`src/rtl/clkbuf_cfg_pkg.sv`:
```
package clkbuf_cfg_pkg;

   // register byte addresses
   localparam int ADDR_MODE = 0;
   localparam int ADDR_EN   = 1;
   localparam int ADDR_STOP = 2;

   // mode byte bit positions
   localparam int MB_PD_HIZ   = 7;
   localparam int MB_STOP_HIZ = 6;
   localparam int MB_UP_LO    = 5;
   localparam int MB_FLD_HI   = 4;
   localparam int MB_FLD_LO   = 1;
   localparam int MB_SRC      = 0;

   localparam int UP_W  = MB_PD_HIZ - MB_UP_LO + 1;
   localparam int FLD_W = MB_FLD_HI - MB_FLD_LO + 1;

   // spread configuration, packed in mode-byte order (amt at [4:3])
   typedef struct packed {
      logic [1:0] amt;
      logic       ss_en;
      logic       sscg_path;
   } spread_cfg_t;

endpackage

```
`src/rtl/cfg_byte_reg.sv`:
```
module cfg_byte_reg #(
   parameter int              W   = 8,
   parameter logic [W-1:0]    RST = '0
) (
   input  logic         clk,
   input  logic         rst_n,
   input  logic         we,
   input  logic [W-1:0] d,
   output logic [W-1:0] q
);

   if (W < 1) begin : g_bad_w
      $error("cfg_byte_reg: W must be at least 1");
   end

   always_ff @(posedge clk or negedge rst_n) begin
      if (!rst_n) begin
         q <= RST;
      end else if (we) begin
         q <= d;
      end
   end

endmodule

```
`src/rtl/cfg_strap_src.sv`:
```
module cfg_strap_src
   import clkbuf_cfg_pkg::*;
(
   input  logic         clk,
   input  logic         por_n,
   input  logic         rst_n,
   input  spread_cfg_t  strap_i,
   input  logic         wr_i,
   input  logic [MB_FLD_HI:0] wdata_i,
   output logic         captured_o,
   output logic         src_pins_o,
   output spread_cfg_t  field_o,
   output logic         fld_wr_o
);

   logic        captured_q;
   logic        src_pins_q;
   spread_cfg_t field_q;
   logic        take_write;

   assign take_write = rst_n && captured_q && wr_i;
   // field accepts data once the source is the register, or in the write that hands it over
   assign fld_wr_o   = take_write && (!src_pins_q || !wdata_i[MB_SRC]);

   always_ff @(posedge clk or negedge por_n) begin
      if (!por_n) begin
         captured_q <= 1'b0;
         src_pins_q <= 1'b1;
         field_q    <= '0;
      end else if (rst_n) begin
         if (!captured_q) begin
            captured_q <= 1'b1;
            field_q    <= strap_i;
         end else begin
            if (fld_wr_o) begin
               field_q <= spread_cfg_t'(wdata_i[MB_FLD_HI:MB_FLD_LO]);
            end
            if (take_write) begin
               src_pins_q <= src_pins_q & wdata_i[MB_SRC];
            end
         end
      end
   end

   assign captured_o = captured_q;
   assign src_pins_o = src_pins_q;
   assign field_o    = field_q;


   cap_load_chk: assert property (@(posedge clk) disable iff (!por_n)
      $rose(captured_q) |-> (field_q == $past(strap_i)));


   field_hold_chk: assert property (@(posedge clk) disable iff (!por_n)
      (captured_q && $past(captured_q) && !$past(fld_wr_o)) |-> $stable(field_q));


   src_sticky_chk: assert property (@(posedge clk) disable iff (!por_n)
      !src_pins_q |=> !src_pins_q);

endmodule

```
`src/rtl/cfg_out_gate.sv`:
```
module cfg_out_gate #(
   parameter int               LANES = 8,
   parameter logic [LANES-1:0] MASK  = '1
) (
   input  logic             clk,
   input  logic             rst_n,
   input  logic [LANES-1:0] en,
   input  logic [LANES-1:0] stop,
   input  logic [LANES-1:0] oe,
   output logic [LANES-1:0] run
);

   for (genvar i = 0; i < LANES; i++) begin : g_lane
      if (MASK[i]) begin : g_impl
         assign run[i] = en[i] & (~stop[i] | oe[i]);


         run_gate_chk: assert property (@(posedge clk) disable iff (!rst_n)
            run[i] |-> (en[i] && (oe[i] || !stop[i])));
      end else begin : g_absent
         assign run[i] = 1'b0;
      end
   end

endmodule

```
`src/rtl/clkbuf_cfg_regs.sv`:
```
module clkbuf_cfg_regs
   import clkbuf_cfg_pkg::*;
#(
   parameter int               ADDR_W   = 3,
   parameter int               LANES    = 8,
   parameter logic [LANES-1:0] OUT_MASK = 8'h66,
   parameter logic [7:0]       EN_RST   = 8'hFF,
   parameter logic [7:0]       STOP_RST = 8'h00
) (
   input  logic              clk,
   input  logic              por_n,
   input  logic              rst_n,
   input  logic [ADDR_W-1:0] reg_addr,
   input  logic [7:0]        reg_wdata,
   input  logic              reg_we,
   output logic [7:0]        reg_rdata,
   input  logic [1:0]        strap_amt,
   input  logic              strap_ss_en,
   input  logic              strap_sscg_path,
   input  logic [LANES-1:0]  oe_pin,
   output logic [LANES-1:0]  out_run,
   output logic [1:0]        eff_amt,
   output logic              eff_ss_en,
   output logic              eff_sscg_path,
   output logic              pwrdn_hiz,
   output logic              stop_hiz
);

   if (ADDR_W < 2) begin : g_bad_addr
      $error("clkbuf_cfg_regs: ADDR_W must reach address 3");
   end
   if (LANES < 1 || LANES > 8) begin : g_bad_lanes
      $error("clkbuf_cfg_regs: LANES must be 1..8");
   end

   localparam logic [ADDR_W-1:0] A_MODE = ADDR_W'(ADDR_MODE);
   localparam logic [ADDR_W-1:0] A_EN   = ADDR_W'(ADDR_EN);
   localparam logic [ADDR_W-1:0] A_STOP = ADDR_W'(ADDR_STOP);

   logic            warm_rst_n;
   logic            cap_done;
   logic            src_pins;
   logic            fld_wr;
   logic            wr_ok;
   spread_cfg_t     strap_cfg;
   spread_cfg_t     field;
   spread_cfg_t     eff_cfg;
   logic [UP_W-1:0] up_q;
   logic [7:0]      en_q;
   logic [7:0]      stop_q;

   assign warm_rst_n = rst_n & por_n;
   // host writes wait until the strap capture has happened
   assign wr_ok      = reg_we & cap_done;

   assign strap_cfg = '{amt: strap_amt, ss_en: strap_ss_en, sscg_path: strap_sscg_path};

   cfg_strap_src u_src (
      .clk        (clk),
      .por_n      (por_n),
      .rst_n      (rst_n),
      .strap_i    (strap_cfg),
      .wr_i       (wr_ok && (reg_addr == A_MODE)),
      .wdata_i    (reg_wdata[MB_FLD_HI:0]),
      .captured_o (cap_done),
      .src_pins_o (src_pins),
      .field_o    (field),
      .fld_wr_o   (fld_wr)
   );

   cfg_byte_reg #(.W(UP_W), .RST('0)) u_mode_up (
      .clk   (clk),
      .rst_n (warm_rst_n),
      .we    (wr_ok && (reg_addr == A_MODE)),
      .d     (reg_wdata[MB_PD_HIZ:MB_UP_LO]),
      .q     (up_q)
   );

   cfg_byte_reg #(.W(8), .RST(EN_RST)) u_en (
      .clk   (clk),
      .rst_n (warm_rst_n),
      .we    (wr_ok && (reg_addr == A_EN)),
      .d     (reg_wdata),
      .q     (en_q)
   );

   cfg_byte_reg #(.W(8), .RST(STOP_RST)) u_stop (
      .clk   (clk),
      .rst_n (warm_rst_n),
      .we    (wr_ok && (reg_addr == A_STOP)),
      .d     (reg_wdata),
      .q     (stop_q)
   );

   cfg_out_gate #(.LANES(LANES), .MASK(OUT_MASK)) u_gate (
      .clk   (clk),
      .rst_n (warm_rst_n),
      .en    (en_q[LANES-1:0]),
      .stop  (stop_q[LANES-1:0]),
      .oe    (oe_pin),
      .run   (out_run)
   );

   assign eff_cfg       = src_pins ? strap_cfg : field;
   assign eff_amt       = eff_cfg.amt;
   assign eff_ss_en     = eff_cfg.ss_en;
   assign eff_sscg_path = eff_cfg.sscg_path;
   assign pwrdn_hiz     = up_q[MB_PD_HIZ - MB_UP_LO];
   assign stop_hiz      = up_q[MB_STOP_HIZ - MB_UP_LO];

   always_comb begin
      reg_rdata = '0;
      if (reg_addr == A_MODE) begin
         reg_rdata = {up_q, field, src_pins};
      end else if (reg_addr == A_EN) begin
         reg_rdata = en_q;
      end else if (reg_addr == A_STOP) begin
         reg_rdata = stop_q;
      end
   end


   eff_pin_isolate_chk: assert property (@(posedge clk) disable iff (!por_n)
      (!src_pins && $past(!src_pins) && !$past(fld_wr))
         |-> $stable({eff_amt, eff_ss_en, eff_sscg_path}));


   cap_write_block_chk: assert property (@(posedge clk) disable iff (!warm_rst_n)
      !cap_done |=> ($stable(en_q) && $stable(stop_q) && $stable(up_q)));

endmodule

```
`config.mk`:
```
export PLATFORM = sky130hd
export DESIGN_NAME = clkbuf_cfg_regs
export DESIGN_NICKNAME = d
export VERILOG_FILES = /design/src/rtl/clkbuf_cfg_pkg.sv /design/src/rtl/cfg_byte_reg.sv /design/src/rtl/cfg_strap_src.sv /design/src/rtl/cfg_out_gate.sv /design/src/rtl/clkbuf_cfg_regs.sv
export SDC_FILE = /design/constraint.sdc
export NUM_CORES = 1
export LEC_CHECK = 0
export CAP_MARGIN = 40
export CORE_ASPECT_RATIO = 1.25
export CORE_UTILIZATION = 35
export CTS_CLUSTER_SIZE = 30
export DETAILED_ROUTE_END_ITERATION = 16
export GPL_TIMING_DRIVEN = 0
export PLACE_DENSITY = 0.69
export SYNTH_ARGS = -nofsm -noshare
export SYNTH_HDL_FRONTEND = slang
export SYNTH_HIERARCHICAL = 1
export SYNTH_SLANG_ARGS = --single-unit
```
`constraint.sdc`:
```
create_clock -name clk -period 2.9 [get_ports clk]
set_input_delay 0.87 -clock clk [delete_from_list [all_inputs] [get_ports clk]]
set_output_delay 0.87 -clock clk [all_outputs]
set_load 0.01 [all_outputs]
```
=== Word-level counts from Yosys, hierarchy flattened ===
Index checks and enable logic that the tools add are counted.

* Eq/ne operators: 3
* Muxes and demuxes: 6
* Reduce and logical (&&, ||, !) cells: 12
* Bitwise logic cells: 15

{| class="wikitable"
|+ Operator list
! kind !! count
|-
| $mux 8 || 3
|-
| $mux 4 || 3
|-
| $and 1x1->1 || 7
|-
| $logic_and 1x1->1 || 6
|-
| $not 1->1 || 4
|-
| $or 1x1->1 || 4
|-
| $eq 3x1->1 const B || 1
|-
| $eq 3x2->1 const B || 1
|-
| $logic_not 3->1 || 1
|-
| $reduce_and 3->1 || 1
|-
| $logic_not 1->1 || 2
|-
| $ne 2x2->1 const B || 1
|-
| $reduce_and 2->1 || 1
|-
| $logic_or 1x1->1 || 1
|}

* Output and inout bits: 22
* Flip-flop bits (word level): 25
* Input port bits: 27

=== Longest topological paths before layout ===
Gate-level depths: netlist of the first run.

* Depth in word-level cells: 6
* Mapped depth: 6

=== Hierarchy ===
The synthesis of the first run kept the hierarchy.

{| class="wikitable"
|+ Modules (own cells, without submodules)
! module !! seq. area each (sq um) !! area each (sq um) !! cells an instance !! times used
|-
| clkbuf_cfg_regs || 0.0 || 436.7 || 46 || 1
|-
| cfg_byte_reg (u_en) || 210.2 || 341.6 || 17 || 1
|-
| cfg_byte_reg (u_stop) || 200.2 || 331.6 || 17 || 1
|-
| cfg_strap_src || 151.4 || 307.8 || 21 || 1
|-
| cfg_byte_reg (u_mode_up) || 75.1 || 108.9 || 6 || 1
|-
| cfg_out_gate || 0.0 || 78.8 || 13 || 1
|}

=== Worst setup path after synthesis of the first run ===
OpenSTA, ideal clock, no wires.

* Kind: input port to flip-flop
* Start point: in reg_addr[1]
* End point: reg u_src.field_q (netlist bit u_src/field_o[0])
* Data required time: 2.775 ns
* Setup time: 0.125 ns
* Cell stages on the path: 6
* Data arrival time: 2.340 ns
* Slack: 0.435 ns
* Path through: buf_4 -> buf_4 -> nor4_1 -> a21boi_1 -> o21ai_2 -> mux2_2

* Longest elaborated chain between the ends: 6

{| class="wikitable"
|+ RTL lines
! element !! RTL line !! text
|-
| start: declaration || clkbuf_cfg_regs.sv:13 || <nowiki>input logic [ADDR_W-1:0] reg_addr,</nowiki>
|-
| $logic_not 3->1 || clkbuf_cfg_regs.sv:63 || <nowiki>.wr_i (wr_ok && (reg_addr == A_MODE)),</nowiki>
|-
| $logic_and 1x1->1 || clkbuf_cfg_regs.sv:63 ||
|-
| $logic_and 1x1->1 || cfg_strap_src.sv:21 || <nowiki>assign take_write = rst_n && captured_q && wr_i;</nowiki>
|-
| $logic_and 1x1->1 || cfg_strap_src.sv:23 || <nowiki>assign fld_wr_o = take_write && (!src_pins_q || !wdata_i[MB_SRC]);</nowiki>
|-
| $ne 2x2->1 (no line) || -- ||
|-
| $reduce_and 2->1 (no line) || -- ||
|-
| end signal: assignment || cfg_strap_src.sv:33 || <nowiki>field_q <= strap_i;</nowiki>
|-
| end signal: assignment || cfg_strap_src.sv:36 || <nowiki>field_q <= spread_cfg_t'(wdata_i[MB_FLD_HI:MB_FLD_LO]);</nowiki>
|-
| end: declaration || cfg_strap_src.sv:18 || <nowiki>spread_cfg_t field_q;</nowiki>
|}

No other way between the ends.
A chain may end at the register's enable or synchronous reset.

=== Final worst setup path of the first run ===
* Start point: in reg_addr[2]
* End point: out reg_rdata[0]

* Longest elaborated chain between the ends: 4

{| class="wikitable"
|+ RTL lines
! element !! RTL line !! text
|-
| $eq 3x2->1 || clkbuf_cfg_regs.sv:117 || <nowiki>end else if (reg_addr == A_STOP) begin</nowiki>
|-
| $mux 8 || clkbuf_cfg_regs.sv:117 ||
|-
| $mux 8 || clkbuf_cfg_regs.sv:115 || <nowiki>end else if (reg_addr == A_EN) begin</nowiki>
|-
| $mux 8 (*) || clkbuf_cfg_regs.sv:113 || <nowiki>if (reg_addr == A_MODE) begin</nowiki>
|-
| end: declaration || clkbuf_cfg_regs.sv:16 || <nowiki>output logic [7:0] reg_rdata,</nowiki>
|}

Mark *: on every way between the ends. The rest lies on a longest branch, timed or not.

==> results of run 1 <==
flip-flops by register name, summed over array words and instances (netlist names):
register,flops
u_en/q,8
u_stop/q,8
u_src/field_o,4
u_mode_up/q,3
u_src/captured_o,1
u_src/src_pins_o,1
routing by layer:
layer / vias to the layer above / global-route usage / part of all wire
met5: - / 0 / 0
met4: 0 / 0.0488 / 0.011
met3: 5 / 0.0265 / 0.045
met2: 35 / 0.299 / 0.51
met1: 542 / 0.211 / 0.43
li1: 513 / - / -
Yosys cell counts, types with 2 or more instances:
cell type	n
mux2_2	11
buf_6	4
a21boi_1	5
dfrtp_1	16
a211oi_2	14
dfstp_2	9
mux2_4	20
a211oi_1	2
buf_4	6
and2b_1	8
nand2b_1	8
inv_1	4
cells by family after synthesis:
logic type             share of synthesized area
flip-flops                                 0.397
AO/OA/AOI/OAI                              0.147
other                                    0.00234
multiplexers                               0.264
AND/OR/NAND/NOR                            0.106
buffers and inverters                     0.0834
power by group:
part / switching [uW] / total (uW) / internal (uW)
Sequential: 56.8 / 498 / 441
Clock: 111 / 209 / 98.4
Combinational: 130 / 350 / 220
stage by stage:
| stage | cells | utilization | worst slack (ns) | hold slack (ns) |
|---|---|---|---|---|
| after floorplan | 123 | - | 0.435 | 0.474 |
| after global placement | 220 | 0.474 | -0.739 | 0.482 |
| after detailed placement | 222 | 0.479 | -0.754 | 0.505 |
| after CTS | 226 | 0.485 | 0.00116 | 0.529 |
| after global routing | 226 | 0.487 | 0.00661 | 0.548 |
| final | 226 | 0.487 | 0.0600 | 0.528 |
final cells by class:
cell class | count | area, um2
buffer | 12 | 118
clock buffer | 4 | 45.0
fill | 423 | 2250
inverter | 5 | 18.8
multi-input combinational | 81 | 851
sequential | 25 | 637
tap | 58 | 72.6
timing repair buffer | 41 | 399
path summary, 6_finish.rpt:
check,slack (ns),to,startpoint,cells past startpoint
worst min-delay path,0.53,u_stop/q[0],u_stop/q[0],1
worst max register to register,1.22,u_src/field_o[0],u_src/captured_o,5
max in group asynchronous,1.36,u_en/q[1],por_n,3
min in group asynchronous,0.85,u_src/captured_o,por_n,1
worst max-delay path,0.06,reg_rdata[0],reg_addr[2],4
worst min register to register,0.53,u_stop/q[0],u_stop/q[0],1
repair_timing:
| action | in CTS | in global routing |
|---|---|---|
| gates resized for setup | 21 | 5 |
| setup endpoints to repair | 15 | 5 |
| hold buffers | 0 | 0 |
worst max-delay path: cells and delay by family:
kind / cells / cell delay (ns)
compound gates: 1 / 0.20
buf+inv: 3 / 0.89
==> results.json, run 1 <==
{
  "status": "completed",
  "cts_buffer_depth": 2,
  "path_cells": "clkdlybuf4s50_1 -> buf_4 -> a211oi_2 -> clkdlybuf4s15_1",
  "grt_pass1_wl_um": 6340,
  "synth.distinct_cells": 25,
  "total_power_uw": 1060,
  "vdd_ir_drop_max_v": 0.000168,
  "timing.fmax_mhz": 352,
  "synth-main-ff-cell": "dfrtp_1",
  "die-area_um2": 4860,
  "synth_top_area_share": 0.249,
  "avgViaCountPerCell": 4.85,
  "hold_viol_final": 0,
  "syn_to_final_growth_pct": 33.4,
  "firstDrtPassIters": 4,
  "yosysWarnings": 6,
  "ys_ff_latch": 25,
  "slew_viol_final": 0,
  "antenna_cells": 0,
  "clk_pin_slew_ns": 0.09,
  "synth.cell_area_um2": 1610,
  "cp_max_fo": 10,
  "port_buffers": 39,
  "most-common-layout-cells": "clkdlybuf4s50_1, mux2_4, dfrtp_1, a211oi_2, dlygate4sd2_1",
  "async_flop_share": 1.00,
  "initial_core_util": 0.366,
  "maxCapViolCount": 0,
  "fin_nets": 196,
  "fin_crit_sh": 0.979,
  "drc": 0,
  "globalplace.congestion": 0.704,
  "overflow": 0,
  "drtIter0Drc": 33,
  "grt_pass1_vias": 1248,
  "clk_latency_ns": 0.27,
  "avgSynthCellArea_um2": 13.4,
  "die_x_um": 62.6,
  "yosysSeqAreaShare": 0.397,
  "rows": 27,
  "final_common_cell": "clkdlybuf4s50_1",
  "syn-instance-count": 120,
  "end_kind": "output port",
  "ios": 49,
  "track_usage": 0.169,
  "slowest_stage": "clkdlybuf4s50_1",
  "criticalPathCategory": "input port to output port",
  "grt_max_degree": 20,
  "fp.dieH_um": 77.7,
  "detail-route-antenna-nets": 0,
  "drive_above_1_share": 0.464,
  "hpwl_um": 2790,
  "p_leak_uw": 0.000959,
  "setup-tns-final_ns": 0,
  "post-cts-setup-buffer-count": 0,
  "critPathArrivalTime_ns": 1.97,
  "cts_htree_levels": 1,
  "slowest_delay_ns": 0.42,
  "dpl_cell_area_um2": 2110,
  "wirelength_um": 3730,
  "final_area_um2": 2140,
  "antenna_found_initial": 0,
  "rsz0062_at_grt": "no",
  "start_kind": "input port",
  "cp_data_required_time_ns": 2.03,
  "cts_tree": "built",
  "drt-wirelength-per-cell_um": 16.5,
  "root_buffer": "clkbuf_8",
  "setup_violations": 0,
  "synth-edff-count": 0,
  "core_um2": 4390,
  "clock-sinks": 25,
  "cts_buffers": 3,
  "finClkSkew_ns": 0.00418,
  "synth_top_area_cell": "dfrtp_1",
  "hp-class": "register to register",
  "p_per_area_nw_per_um2": 494,
  "synth.area.top_cells": "dfrtp_1, mux2_4, dfstp_2",
  "vias": 1095,
  "final.min_clock_period_ns": 2.84
}
(Power assumes the default switching activity.)
==> inputs of run 2 (changes only) <==
Settings changed: DONT_BUFFER_PORTS set to 1, PLACE_DENSITY 0.69 to 0.55, SKIP_CTS_REPAIR_TIMING set to 1, SLEW_MARGIN set to 25.
==> run 2 against run 1 <==
Compared with the run above: clock power fell by 2%; global-route usage fell by 2.2 points; die area did not move; non-clock buffer count fell by 39; clock-buffer cell count did not move; routed wire length fell by 10%; via count fell by 13%; power fell by 9.7%; hold slack got worse by 0.24 ns; sequential share of layout area rose by 6.6 points; critical endpoint is now reg_rdata[7]; highest routed layer unchanged.
==> results.json, run 2 (synthesis results as in run 1) <==
{
  "status": "completed",
  "initial_core_util": 0.366,
  "port_buffers": 0,
  "p_per_area_nw_per_um2": 544,
  "root_buffer": "clkbuf_8",
  "grt_pass1_wl_um": 5480,
  "vdd_ir_drop_max_v": 0.000189,
  "overflow": 0,
  "finClkSkew_ns": 0.00661,
  "final_area_um2": 1750,
  "r2r_cells": 5,
  "fp.dieH_um": 77.7,
  "detail-route-antenna-nets": 0,
  "layout_setup_ws_ns": 0.348,
  "core_um2": 4390,
  "setup-tns-final_ns": 0,
  "drt-wirelength-per-cell_um": 17.9,
  "crit-reg2reg-launch": "u_src/captured_o",
  "n_fill_cell": 444,
  "avgViaCountPerCell": 5.12,
  "globalplace.congestion": 0.721,
  "ff_latch_area_um2": 637,
  "crit_top_cell": "buf_4",
  "final_common_cell": "mux2_4",
  "cts_htree_levels": 1,
  "dpl_cell_area_um2": 1710,
  "path_cells": "buf_4 -> buf_4 -> a211oi_1",
  "clock-sinks": 25,
  "cp_data_required_time_ns": 2.03,
  "die_x_um": 62.6,
  "critPathTopFamily": "compound AO/OA/AOI/OAI gates",
  "hold_viol_final": 0,
  "grt_pass1_vias": 1029,
  "p_leak_uw": 0.000762,
  "timing.fmax_mhz": 392,
  "slowest_stage": "a211oi_1",
  "most-common-layout-cells": "mux2_4, dfrtp_1, a211oi_2, mux2_2, dfstp_2",
  "place_ws_ns": 0.242,
  "clk_pin_slew_ns": 0.09,
  "rsz0062_at_grt": "no",
  "fin_nets": 157,
  "drive_above_1_share": 0.589,
  "vias": 958,
  "ios": 49,
  "hpwl_um": 2560,
  "multi_input_area_um2": 846,
  "criticalPathCategory": "input port to output port",
  "clk_latency_ns": 0.26,
  "cts_buffer_depth": 2,
  "worstReg2RegEnd": "u_src/field_o[0]",
  "total_power_uw": 955,
  "drc": 0,
  "start_kind": "input port",
  "cp_max_fo": 10,
  "antenna_found_initial": 0,
  "antenna_cells": 0,
  "wirelength_um": 3350,
  "crit_buf_inv": 2,
  "slowest_delay_ns": 0.43,
  "end_kind": "output port",
  "maxCapViolCount": 0,
  "crit_cells": 3,
  "final.min_clock_period_ns": 2.55,
  "die-area_um2": 4860,
  "grt_max_degree": 16,
  "rows": 27,
  "critPathArrivalTime_ns": 1.68,
  "hp-class": "input port to async pin",
  "setup_violations": 0,
  "fin_crit_sh": 0.880,
  "tightestPinTransition_ns": 0.498,
  "drtIter0Drc": 9,
  "slew_headroom": 0.665,
  "firstDrtPassIters": 2,
  "track_usage": 0.148,
  "cts_buffers": 3,
  "rrSetupSlack_ns": 1.12,
  "slew_viol_final": 0,
  "cts_tree": "built",
  "syn_to_final_growth_pct": 9.27
}
-- run 2: cell types whose count changed in the layout (fill, tap and decap cells not counted) --
cell / change
clkdlybuf4s15_2: -1
buf_4: -1
a211oi_1: +1
dlygate4sd2_1: -12
clkdlybuf4s15_1: -3
buf_2: +1
clkdlybuf4s50_1: -22
dlymetal6s2s_1: -1
a211oi_2: -1
-- run 2: layout make-up --
type | instances | area share
multi-input cells | 81 | 0.482
flip-flops and latches | 25 | 0.363
plain buffers | 12 | 0.0656
well taps | 58 | 0.0414
clock buffers | 4 | 0.0257
repair buffers | 2 | 0.0114
inverters | 5 | 0.0107
-- run 2: worst max path at each step --
stage | from | to | slack [ns]
2_1_floorplan | reg_addr[1] | u_src/field_o[0] | 0.44
3_3_place_gp | reg_addr[1] | u_src/field_o[2] | -0.03
3_5_place_dp | reg_addr[1] | u_src/field_o[1] | 0.24
4_1_cts | reg_addr[1] | reg_rdata[7] | 0.35
5_1_grt | reg_addr[1] | reg_rdata[7] | 0.33
6_report | reg_addr[1] | reg_rdata[7] | 0.35
-- run 2: stage by stage --
stage / utilization / hold slack, ns / instances
after floorplan: - / 0.474 / 123
after global placement: 0.385 / 0.484 / 181
after detailed placement: 0.389 / 0.496 / 183
after CTS: 0.399 / 0.279 / 187
after global routing: 0.399 / 0.264 / 187
final: 0.399 / 0.287 / 187
-- run 2: layer usage --
layer | GRT usage | routed length [um] | share of wire
met5 | 0 | 0 | 0
met4 | 0.0349 | 17 | 0.0051
met3 | 0.0456 | 243 | 0.073
met2 | 0.251 | 1670 | 0.50
met1 | 0.180 | 1420 | 0.42
-- run 2: power by group --
part | internal, uW | total, uW | switching [uW]
clock | 98.1 | 204 | 106
combinational | 150 | 250 | 100
sequential | 441 | 501 | 60.4
==> inputs of run 3 (changes only) <==
Settings changed: CAP_MARGIN 40 to 20, MAX_ROUTING_LAYER set to met4.
==> run 3 against run 2 <==
Compared with the run above: first-iteration DRC count grew 78%; sequential cell count is the same; clock skew shrank 0.00063 ns; utilization shrank 0.46 points; die area is the same; combinational power is essentially flat; maximum frequency shrank 4.1%; global-route usage grew 0.41 points; critical path type is now input port to register.
==> results.json, run 3 (synthesis results as in run 1) <==
{
  "status": "completed",
  "grt_max_degree": 20,
  "place_ws_ns": -0.0860,
  "maxCapViolCount": 0,
  "globalplace.congestion": 0.729,
  "rows": 27,
  "most-common-layout-cells": "mux2_4, dfrtp_1, a211oi_2, mux2_2, dfstp_2",
  "p_clk_frac": 0.215,
  "hpwl_um": 2550,
  "finClkSkew_ns": 0.00598,
  "start_kind": "input port",
  "cts_buffer_depth": 2,
  "timing.fmax_mhz": 376,
  "fp.dieH_um": 77.7,
  "clk_pin_slew_ns": 0.08,
  "syn_to_final_growth_pct": 8.03,
  "criticalPathCategory": "input port to register",
  "initial_core_util": 0.366,
  "drtIter0Drc": 16,
  "avgViaCountPerCell": 5.06,
  "antenna_found_initial": 0,
  "wirelength_um": 3340,
  "power_frac_seq": 0.526,
  "antenna_cells": 0,
  "setup_violations": 0,
  "end_kind": "register",
  "dpl_cell_area_um2": 1690,
  "clk_latency_ns": 0.27,
  "drc": 0,
  "cp_data_required_time_ns": 3.06,
  "hp-class": "input port to async pin",
  "vdd_ir_drop_max_v": 0.000208,
  "critPathArrivalTime_ns": 2.82,
  "final.min_clock_period_ns": 2.66,
  "firstDrtPassIters": 4,
  "cp_max_fo": 10,
  "drt-wirelength-per-cell_um": 18.1,
  "detail-route-antenna-nets": 0,
  "post-place-cells": 181,
  "final_common_cell": "mux2_4",
  "switchingPower_uw": 268,
  "die_x_um": 62.6,
  "core_um2": 4390,
  "slew_headroom": 0.401,
  "p_int_uw": 687,
  "clock-sinks": 25,
  "p_per_area_nw_per_um2": 550,
  "power_frac_comb": 0.259,
  "met3_length_um": 210,
  "vias": 936,
  "final_area_um2": 1730,
  "track_usage": 0.152,
  "slew_viol_final": 0,
  "tightestPinTransition_ns": 0.890,
  "die-area_um2": 4860,
  "instances_no_fill": 185,
  "overflow": 0,
  "wl_met1_um": 1410,
  "grt_pass1_vias": 1037,
  "p_sw_frac": 0.281,
  "hold_viol_final": 0,
  "rsz0062_at_grt": "no",
  "cts_htree_levels": 1,
  "dr.max_layer_used": "met4",
  "root_buffer": "clkbuf_8",
  "grt_pass1_wl_um": 5390,
  "met2_length_um": 1670,
  "cts_buffers": 3,
  "cts_tree": "built",
  "port_buffers": 0,
  "layout_setup_ws_ns": 0.238,
  "drive_above_1_share": 0.583,
  "fin_nets": 155,
  "p_leak_uw": 0.000749,
  "fin_crit_sh": 0.918,
  "ios": 49
}
-- run 3: changes by cell type in the layout (fill, tap and decap cells not counted), sizes merged --
cell  previous run  this run
buf             14        12
-- run 3: through the flow --
| step | power (uW) | setup TNS (ns) | util | hold WS [ns] |
|---|---|---|---|---|
| after global placement | 747 | -0.119 | 0.385 | 0.484 |
| after CTS | 969 | 0 | 0.395 | 0.270 |
| after global routing | 1010 | 0 | 0.395 | 0.264 |
| final | 955 | 0 | 0.395 | 0.281 |
| after detailed placement | 757 | -0.335 | 0.385 | 0.498 |
| after floorplan | 712 | 0 | - | 0.474 |
-- run 3: area by class of cell --
class / instances / area, um2
Buffer: 12 / 115
Clock buffer: 4 / 45.0
Fill cell: 435 / 2660
Inverter: 5 / 18.8
Multi-Input combinational cell: 81 / 846
Sequential cell: 25 / 637
Tap cell: 58 / 72.6
-- run 3: layer usage --
metal | GRT usage | vias to the layer above
met2 | 0.249 | 33
met3 | 0.0382 | 5
met5 | - | -
li1 | - | 432
met4 | 0.0558 | 0
met1 | 0.178 | 466
-- run 3: path summary, 6_finish.rpt --
kind                                   from          endpoint  slack (ns)  cells after the start
min in group clk             u_mode_up/q[0]    u_mode_up/q[0]        0.52                      1
setup / recovery                reg_addr[1]  u_src/field_o[0]        0.24                      6
setup reg to reg           u_src/captured_o  u_src/field_o[0]        0.81                      5
hold reg to reg              u_mode_up/q[0]    u_mode_up/q[0]        0.52                      1
hold / removal                        por_n  u_src/captured_o        0.28                      0
max in group asynchronous             rst_n       u_stop/q[7]        1.62                      1
-- run 3: power by group through the flow --
| stage | sequential, uW | combinational, uW | clock, uW |
|---|---|---|---|
| 4_1_cts | 503 | 250 | 216 |
| 3_3_place_gp | 503 | 244 | 0 |
| 6_report | 502 | 247 | 206 |
| 2_1_floorplan | 487 | 226 | 0 |
| 5_1_grt | 513 | 265 | 229 |
| 3_5_place_dp | 508 | 249 | 0 |
-- run 3: worst max-delay path: stages --
cell	delay, ns
buf_4	0.17
buf_4	0.21
nor4_1	0.78
a21boi_1	0.36
o21ai_2	0.14
mux2_2	0.29
